`src/rtl/rdseg_pkg.sv`:
```
package rdseg_pkg;
   localparam int PAGE_BYTES = 4096;
   localparam int PAGE_LSB   = 12;
   localparam int SEG_W      = 13;
   localparam int DWLEN_W    = SEG_W - 2;
   localparam int NORM_TAGS_DEF = 32;
   localparam logic [2:0] SIZE_CODE_RST = 3'b010;

   function automatic logic [SEG_W-1:0] code_to_bytes(input logic [2:0] code,
                                                      input logic [2:0] max_code);
      logic [2:0] c;
      c = (code > max_code) ? max_code : code;
      return SEG_W'(128) << c;
   endfunction

   function automatic logic [SEG_W-1:0] min_bytes(input logic [SEG_W-1:0] a,
                                                  input logic [SEG_W-1:0] b);
      return (a < b) ? a : b;
   endfunction
endpackage

```
`src/rtl/rdseg_size_dec.sv`:
```
module rdseg_size_dec
   import rdseg_pkg::*;
#(
   parameter int MAX_CODE = 5
) (
   input  logic             clk,
   input  logic             rst_n,
   input  logic [2:0]       code_in,
   output logic [SEG_W-1:0] size_bytes
);
   logic [2:0] code_q;

   if (MAX_CODE > 5 || MAX_CODE < 0) begin : g_bad_code
      $error("MAX_CODE must lie in 0..5");
   end

   always_ff @(posedge clk or negedge rst_n) begin
      if (!rst_n) code_q <= SIZE_CODE_RST;
      else        code_q <= code_in;
   end

   assign size_bytes = code_to_bytes(code_q, 3'(MAX_CODE));

   // decoded limit is a single power of two in the legal range
   p_size_pow2_r1: assert property (@(posedge clk) disable iff (!rst_n)
      $countones(size_bytes) == 1 && size_bytes >= SEG_W'(128)
      && size_bytes <= SEG_W'(PAGE_BYTES));
endmodule

```
`src/rtl/rdseg_tag_pool.sv`:
```
module rdseg_tag_pool
   import rdseg_pkg::*;
#(
   parameter int TAG_W     = 6,
   parameter int NORM_TAGS = NORM_TAGS_DEF
) (
   input  logic             clk,
   input  logic             rst_n,
   input  logic             ext_en,
   input  logic             take,
   input  logic             rel_valid,
   input  logic [TAG_W-1:0] rel_tag,
   input  logic             rel_last,
   output logic             avail,
   output logic [TAG_W-1:0] pick,
   output logic             all_free
);
   localparam int FULL_TAGS = 1 << TAG_W;

   logic [FULL_TAGS-1:0] busy;
   logic [FULL_TAGS-1:0] allow;
   logic [FULL_TAGS-1:0] usable;
   logic [FULL_TAGS-1:0] rel_mask;
   logic [FULL_TAGS-1:0] take_mask;
   wire unused_ext = ext_en;

   if (NORM_TAGS < 1 || NORM_TAGS > FULL_TAGS) begin : g_bad_norm
      $error("NORM_TAGS must lie in 1..2**TAG_W");
   end

   for (genvar g = 0; g < FULL_TAGS; g++) begin : g_allow
      if (g < NORM_TAGS) begin : g_base
         assign allow[g] = 1'b1;
      end else begin : g_ext
         assign allow[g] = ext_en;
      end
   end

   assign usable = ~busy & allow;
   assign avail  = |usable;

   always_comb begin
      pick = '0;
      for (int i = FULL_TAGS - 1; i >= 0; i--) begin
         if (usable[i]) pick = TAG_W'(i);
      end
   end

   assign rel_mask  = (rel_valid && rel_last) ? (FULL_TAGS'(1) << rel_tag) : '0;
   assign take_mask = take ? (FULL_TAGS'(1) << pick) : '0;

   always_ff @(posedge clk or negedge rst_n) begin
      if (!rst_n) busy <= '0;
      else        busy <= (busy & ~rel_mask) | take_mask;
   end

   assign all_free = (busy == '0);

   // the segment engine only takes a tag when one is offered
   p_take_free_r5: assert property (@(posedge clk) disable iff (!rst_n)
      take |-> avail);
   // without extended tags the pick stays in the base range
   p_limit_r4: assert property (@(posedge clk) disable iff (!rst_n)
      (take && !ext_en) |-> (int'(pick) < NORM_TAGS));
   // a taken tag leaves the pool busy on the next cycle
   p_take_busy_r4: assert property (@(posedge clk) disable iff (!rst_n)
      take |=> !all_free);
endmodule

```
`src/rtl/rdseg_engine.sv`:
```
module rdseg_engine
   import rdseg_pkg::*;
#(
   parameter int ADDR_W = 64,
   parameter int LEN_W  = 32,
   parameter int TAG_W  = 6
) (
   input  logic               clk,
   input  logic               rst_n,
   input  logic               cmd_valid,
   output logic               cmd_ready,
   input  logic [ADDR_W-1:0]  cmd_addr,
   input  logic [LEN_W-1:0]   cmd_len,
   input  logic [SEG_W-1:0]   size_bytes,
   input  logic               tag_avail,
   input  logic [TAG_W-1:0]   tag_id,
   input  logic               tag_all_free,
   output logic               tag_take,
   output logic               req_valid,
   input  logic               req_ready,
   output logic [ADDR_W-1:0]  req_addr,
   output logic [DWLEN_W-1:0] req_dw_len,
   output logic [TAG_W-1:0]   req_tag,
   output logic               cmd_done
);
   logic               active;
   logic [LEN_W-1:0]   rem;
   logic [ADDR_W-1:0]  cur;
   logic [SEG_W-1:0]   sz_q;
   logic               o_vld;
   logic [ADDR_W-1:0]  o_addr;
   logic [DWLEN_W-1:0] o_len;
   logic [TAG_W-1:0]   o_tag;
   logic               done_q;

   logic               accept;
   logic               slot_free;
   logic               load;
   logic               finish;
   logic [SEG_W-1:0]   to_page;
   logic [SEG_W-1:0]   rem_clip;
   logic [SEG_W-1:0]   seg;
   wire  unused_len = ^cmd_len[1:0];

   assign cmd_ready = !active;
   assign accept    = cmd_valid && !active;
   assign slot_free = !o_vld || req_ready;

   assign to_page  = SEG_W'(PAGE_BYTES) - {1'b0, cur[PAGE_LSB-1:0]};
   assign rem_clip = (rem > LEN_W'(PAGE_BYTES)) ? SEG_W'(PAGE_BYTES) : rem[SEG_W-1:0];
   assign seg      = min_bytes(min_bytes(rem_clip, sz_q), to_page);

   assign load     = active && (rem != '0) && slot_free && tag_avail;
   assign tag_take = load;
   assign finish   = active && (rem == '0) && !o_vld && tag_all_free;

   always_ff @(posedge clk or negedge rst_n) begin
      if (!rst_n) begin
         active <= 1'b0;
         rem    <= '0;
         cur    <= '0;
         sz_q   <= '0;
         done_q <= 1'b0;
      end else begin
         done_q <= 1'b0;
         if (accept) begin
            active <= 1'b1;
            rem    <= {cmd_len[LEN_W-1:2], 2'b00};
            cur    <= cmd_addr;
            sz_q   <= size_bytes;
         end else if (finish) begin
            active <= 1'b0;
            done_q <= 1'b1;
         end else if (load) begin
            cur <= cur + ADDR_W'(seg);
            rem <= rem - LEN_W'(seg);
         end
      end
   end

   always_ff @(posedge clk or negedge rst_n) begin
      if (!rst_n) begin
         o_vld  <= 1'b0;
         o_addr <= '0;
         o_len  <= '0;
         o_tag  <= '0;
      end else if (load) begin
         o_vld  <= 1'b1;
         o_addr <= cur;
         o_len  <= seg[SEG_W-1:2];
         o_tag  <= tag_id;
      end else if (req_ready) begin
         o_vld <= 1'b0;
      end
   end

   assign req_valid  = o_vld;
   assign req_addr   = o_addr;
   assign req_dw_len = o_len;
   assign req_tag    = o_tag;
   assign cmd_done   = done_q;

   // a stalled descriptor is held unchanged
   p_hold_r7: assert property (@(posedge clk) disable iff (!rst_n)
      (req_valid && !req_ready) |=> (req_valid && $stable(req_addr)
      && $stable(req_dw_len) && $stable(req_tag)));
   // a request never crosses a 4 KB boundary
   p_page_r3: assert property (@(posedge clk) disable iff (!rst_n)
      req_valid |-> ({2'b00, req_addr[PAGE_LSB-1:0]} + {1'b0, req_dw_len, 2'b00})
      <= 14'(PAGE_BYTES));
   // a request is non-empty and within the latched limit
   p_len_r3: assert property (@(posedge clk) disable iff (!rst_n)
      req_valid |-> (req_dw_len != '0 && {req_dw_len, 2'b00} <= sz_q));
   // done lasts a single cycle
   p_done_pulse_r8: assert property (@(posedge clk) disable iff (!rst_n)
      cmd_done |=> !cmd_done);
   // done only with no descriptor pending and every tag back
   p_done_idle_r8: assert property (@(posedge clk) disable iff (!rst_n)
      cmd_done |-> (tag_all_free && !req_valid));
endmodule

```
`src/rtl/rdreq_splitter.sv`:
```
module rdreq_splitter
   import rdseg_pkg::*;
#(
   parameter int ADDR_W    = 64,
   parameter int LEN_W     = 32,
   parameter int TAG_W     = 6,
   parameter int NORM_TAGS = NORM_TAGS_DEF,
   parameter int MAX_CODE  = 5
) (
   input  logic               clk,
   input  logic               rst_n,
   input  logic [15:0]        dev_ctl,
   input  logic               ext_tag_en,
   input  logic               cmd_valid,
   output logic               cmd_ready,
   input  logic [ADDR_W-1:0]  cmd_addr,
   input  logic [LEN_W-1:0]   cmd_len,
   output logic               req_valid,
   input  logic               req_ready,
   output logic [ADDR_W-1:0]  req_addr,
   output logic [DWLEN_W-1:0] req_dw_len,
   output logic [TAG_W-1:0]   req_tag,
   input  logic               cpl_valid,
   input  logic [TAG_W-1:0]   cpl_tag,
   input  logic               cpl_last,
   output logic               cmd_done
);
   logic [SEG_W-1:0] size_bytes;
   logic             tag_avail;
   logic [TAG_W-1:0] tag_id;
   logic             tag_all_free;
   logic             tag_take;
   wire  unused_ctl = ^{dev_ctl[15], dev_ctl[11:0]};

   if (ADDR_W < PAGE_LSB + 1) begin : g_bad_addr
      $error("ADDR_W too small");
   end
   if (LEN_W < SEG_W) begin : g_bad_len
      $error("LEN_W too small");
   end
   if (TAG_W < 1 || TAG_W > 10) begin : g_bad_tag
      $error("TAG_W must lie in 1..10");
   end

   rdseg_size_dec #(.MAX_CODE(MAX_CODE)) u_size (
      .clk        (clk),
      .rst_n      (rst_n),
      .code_in    (dev_ctl[14:12]),
      .size_bytes (size_bytes)
   );

   rdseg_tag_pool #(.TAG_W(TAG_W), .NORM_TAGS(NORM_TAGS)) u_pool (
      .clk       (clk),
      .rst_n     (rst_n),
      .ext_en    (ext_tag_en),
      .take      (tag_take),
      .rel_valid (cpl_valid),
      .rel_tag   (cpl_tag),
      .rel_last  (cpl_last),
      .avail     (tag_avail),
      .pick      (tag_id),
      .all_free  (tag_all_free)
   );

   rdseg_engine #(.ADDR_W(ADDR_W), .LEN_W(LEN_W), .TAG_W(TAG_W)) u_eng (
      .clk          (clk),
      .rst_n        (rst_n),
      .cmd_valid    (cmd_valid),
      .cmd_ready    (cmd_ready),
      .cmd_addr     (cmd_addr),
      .cmd_len      (cmd_len),
      .size_bytes   (size_bytes),
      .tag_avail    (tag_avail),
      .tag_id       (tag_id),
      .tag_all_free (tag_all_free),
      .tag_take     (tag_take),
      .req_valid    (req_valid),
      .req_ready    (req_ready),
      .req_addr     (req_addr),
      .req_dw_len   (req_dw_len),
      .req_tag      (req_tag),
      .cmd_done     (cmd_done)
   );
endmodule

```
`config.mk`:
```
export PLATFORM = sky130hd
export DESIGN_NAME = rdreq_splitter
export DESIGN_NICKNAME = d
export VERILOG_FILES = /design/src/rtl/rdseg_pkg.sv /design/src/rtl/rdseg_size_dec.sv /design/src/rtl/rdseg_tag_pool.sv /design/src/rtl/rdseg_engine.sv /design/src/rtl/rdreq_splitter.sv
export SDC_FILE = /design/constraint.sdc
export NUM_CORES = 1
export LEC_CHECK = 0
export BUFFER_PORTS_ARGS = -buffer_cell sky130_fd_sc_hd__buf_2
export CORE_MARGIN = 2
export CORE_UTILIZATION = 40
export CTS_BUF_LIST = sky130_fd_sc_hd__clkbuf_8
export CTS_CLUSTER_DIAMETER = 60
export DETAILED_ROUTE_END_ITERATION = 8
export PLACE_DENSITY = 0.64
export SETUP_SLACK_MARGIN = 0.1
export SYNTH_ARGS = -nofsm -noshare
export SYNTH_HDL_FRONTEND = slang
export SYNTH_HIERARCHICAL = 1
export SYNTH_SLANG_ARGS = --single-unit
```
`constraint.sdc`:
```
create_clock -name clk -period 7 [get_ports clk]
set_input_delay 1.05 -clock clk [delete_from_list [all_inputs] [get_ports clk]]
set_output_delay 1.05 -clock clk [all_outputs]
set_load 0.01 [all_outputs]
```
==> impl_metrics.tcl <==
set metrics [dict create \
    run_status "complete, but fails checks" \
    violations "setup timing" \
    relSlewSlack_pct 17.0 \
    dr.pass1.iters 5 \
    core_um2 37400 \
    die_w_um 198 \
    drive_gt1_share_pct 30.9 \
    synth_fa_ha_area_share_pct 4.49 \
    power.switching_mw 3.64 \
    cts_buffer_depth 3 \
    max_stage_delay_ns 0.40 \
    synth_cells 1746 \
    peakVddDrop_v 0.000293 \
    synth_top_cell_by_area "dfrtp_1" \
    gp_congestion 0.929 \
    routedWlPerCell_um 18.9 \
    yosys.cell_count.top_type "nand2_1" \
    worstMarginPinSlew_ns 1.24 \
    hold_path.startpoint "u_eng/req_tag[3]" \
    hpwlAfterDp_um 34900 \
    crit_buf_inv 6 \
    routed_via_density 5.59 \
    synth.area.top_cells "dfrtp_1, nand2_1, o21ai_0, ha_1, nor2_1" \
    total_power_mw 8.67 \
    grt_pass1_wl_um 79100 \
    critPathRequiredTime_ns 7.56 \
    finalSetupTns_ns -7.13 \
    yosys_warnings 6 \
    fin_ws_ns -0.250 \
    antenna_cells 0 \
    rr_endpoint "u_eng/rem[24]" \
    timing.final.crit_share_pct 104 \
    holdPathStages 2 \
    p_leak_nw 9.07 \
    critPathKind "flop to flop" \
    hold_viol 0 \
    timing.rr.start "u_eng/rem[0]" \
    cts_tree "done" \
    vias 15000 \
    max_cap_violations 0 \
    yosys.area_share.simple_pct 24.0 \
    gr-total-overflow 0 \
    die_area_um2 39300 \
    finalNetCount 2309 \
    pwr-share-seq_pct 25.8 \
    synth_seq_cells 260 \
    startpoint_type "flop" \
    synth-compound-area-share_pct 18.9 \
    end_kind "flop" \
    grt_max_degree 130 \
    cts.sinks 260 \
    slew_violations 0 \
    ys_types 87 \
    rows 71 \
    die_h_um 198 \
    grt_pass1_vias 14700 \
    detail-route-antenna-nets 0 \
    synth_edf_count 0 \
    reg2reg_slack_ns -0.25 \
    reg2reg_depth 31 \
    intPower_mw 5.03 \
    p_per_area_nw_per_um2 426 \
    routed_wl_um 50700 \
    final_cells 2677 \
    min_period_ns 7.25 \
    drc 0 \
    syn-cell-area_um2 15100 \
    synth_top_family_by_area "simple AND/OR/NAND/NOR gates" \
    holdWs_ns 0.466 \
    swShare_pct 41.9 \
    numCtsBuffers 49 \
    share_comb_of_total_power_pct 56.4 \
    finalSetupViolations 54 \
    clkLatencyLatePin_ns 0.63 \
    muxShareOfSynthArea_pct 1.80 \
    finalClockSkew_ns 0.0363 \
    synth_area_per_cell_um2 8.65 \
    min_path_type "flop to flop" \
    drtIter0Drc 845 \
    synth_top_area_share_pct 42.9 \
    start_util_pct 40.4 \
    rsz0062_at_grt "true" \
    fmaxAchievable_mhz 138 \
    min_to "u_eng/req_tag[3]" \
    synth_async_sr_flop_share_pct 100 \
    synth_xor_area_share_pct 3.13 \
    dp_cells 2552 \
    crit_family "compound AO/OA/AOI/OAI gates" \
    cpMaxStageDelayCell "or4_1" \
    antenna_found_initial 3 \
    seq_area_frac_synth_pct 43.1 \
    synth_commonest_cells "nand2_1, dfrtp_1, o21ai_0" \
    synth_flop_cell "dfrtp_1" \
    port_buffers 193 \
    track_usage_pct 25.6 \
    areaGrowthSynthToFinish_pct 34.7 \
    cts.clk_slew.worst_paths_ns 0.06 \
    crit_fanout 6 \
    cp.arrival_ns 7.82 \
    cts-root-buf "clkbuf_8" \
    h-tree-depth 2 \
    clockPowerShare_pct 17.8 \
    ios 209 \
]
-- cell usage in the layout, fill, tap and decap left out, types with 24 or more instances in the layout --
master,instances
nand4_1,42
clkbuf_8,58
a21oi_1,44
nand2_1,349
inv_1,84
nor2_1,93
buf_4,174
o21ai_1,24
buf_2,192
dfrtp_1,258
buf_6,27
nand3_1,49
xnor2_1,35
nor4_1,24
o21ai_0,192
ha_1,32
-- flip-flops by register name, summed over array words and instances (netlist names), 3 cells and up --
name              count
u_eng/cur            64
u_eng/req_addr       64
u_pool/busy          64
u_eng/rem            32
u_eng/sz_q           13
u_eng/req_dw_len     11
u_eng/req_tag         6
u_size/code_q         3
-- how the worst max path moves through the flow --
stage | cells after the start | from | endpoint | slack [ns]
6_report | 31 | u_eng/rem[0] | u_eng/rem[24] | -0.25
4_1_cts | 35 | u_eng/rem[5] | u_eng/cur[51] | -0.12
3_5_place_dp | 32 | u_eng/rem[0] | u_eng/cur[24] | -0.67
2_1_floorplan | 29 | u_eng/rem[17] | u_eng/rem[24] | 0.11
5_1_grt | 35 | u_eng/rem[0] | u_eng/cur[58] | -0.59
3_3_place_gp | 32 | u_eng/rem[0] | u_eng/cur[24] | -0.58
-- kinds of logic (layout without fill, tap and decap cells) --
| group | count (synthesis) | after routing |
|---|---|---|
| XOR/XNOR | 54 | 54 |
| buffers and inverters | 147 | 559 |
| AO/OA/AOI/OAI | 459 | 461 |
| flip-flops | 260 | 260 |
| other | 1 | 7 |
| adder cells (fa/ha/maj) | 53 | 53 |
| AND/OR/NAND/NOR | 749 | 749 |
| multiplexers | 23 | 23 |
-- worst reg2reg max path, delay by kind of cell, from the launching register on --
family / cells / cell delay (ns)
and+or+nand+nor: 7 / 1.51
DFF: 1 / 0.39
muxes: 2 / 0.57
AOI/OAI and AO/OA: 13 / 3.08
adders and majority gates: 3 / 0.66
buffers and inverters: 6 / 0.97
-- layer usage --
metal | track usage, % | up-vias | wire length, um
li1 | - | 7058 | -
met1 | 32.9 | 7283 | 21200
met2 | 43.4 | 487 | 24700
met3 | 4.21 | 118 | 3140
met4 | 9.33 | 6 | 1630
met5 | 0 | - | 43
-- power groups by stage --
stage          clock network, mW  logic (mW)  registers, mW
2_1_floorplan                  0        2.24           2.23
3_3_place_gp                   0        3.92           2.22
3_5_place_dp                   0        4.00           2.23
4_1_cts                     1.58        4.44           2.22
5_1_grt                     1.65        5.30           2.28
6_report                    1.54        4.89           2.24
-- final cells by class --
cell class / instances / area, um^2
tap: 511 / 639
clock inverter: 28 / 203
inverter: 70 / 263
clock buffer: 58 / 798
multi-input combinational: 1347 / 9170
sequential: 260 / 6510
timing repair buffer: 403 / 2770
fill: 3396 / 17100
-- through the flow --
stage	utilization [%]	setup slack (ns)	instance area, um^2
final	54.4	-0.250	20300
after global routing	54.4	-0.590	20300
after CTS	52.5	-0.118	19600
after detailed placement	47.7	-0.666	17800
after global placement	47.7	-0.575	17800
after floorplan	-	0.112	15300
-- timing repair --
action	in CTS	in global routing
gates cloned	5	1
pin swaps	56	92
resized for setup	110	130
setup endpoints to repair	80	86
buffers inserted	21	15
hold buffers	0	0
No activity file was read; power rests on OpenSTA's default activity.
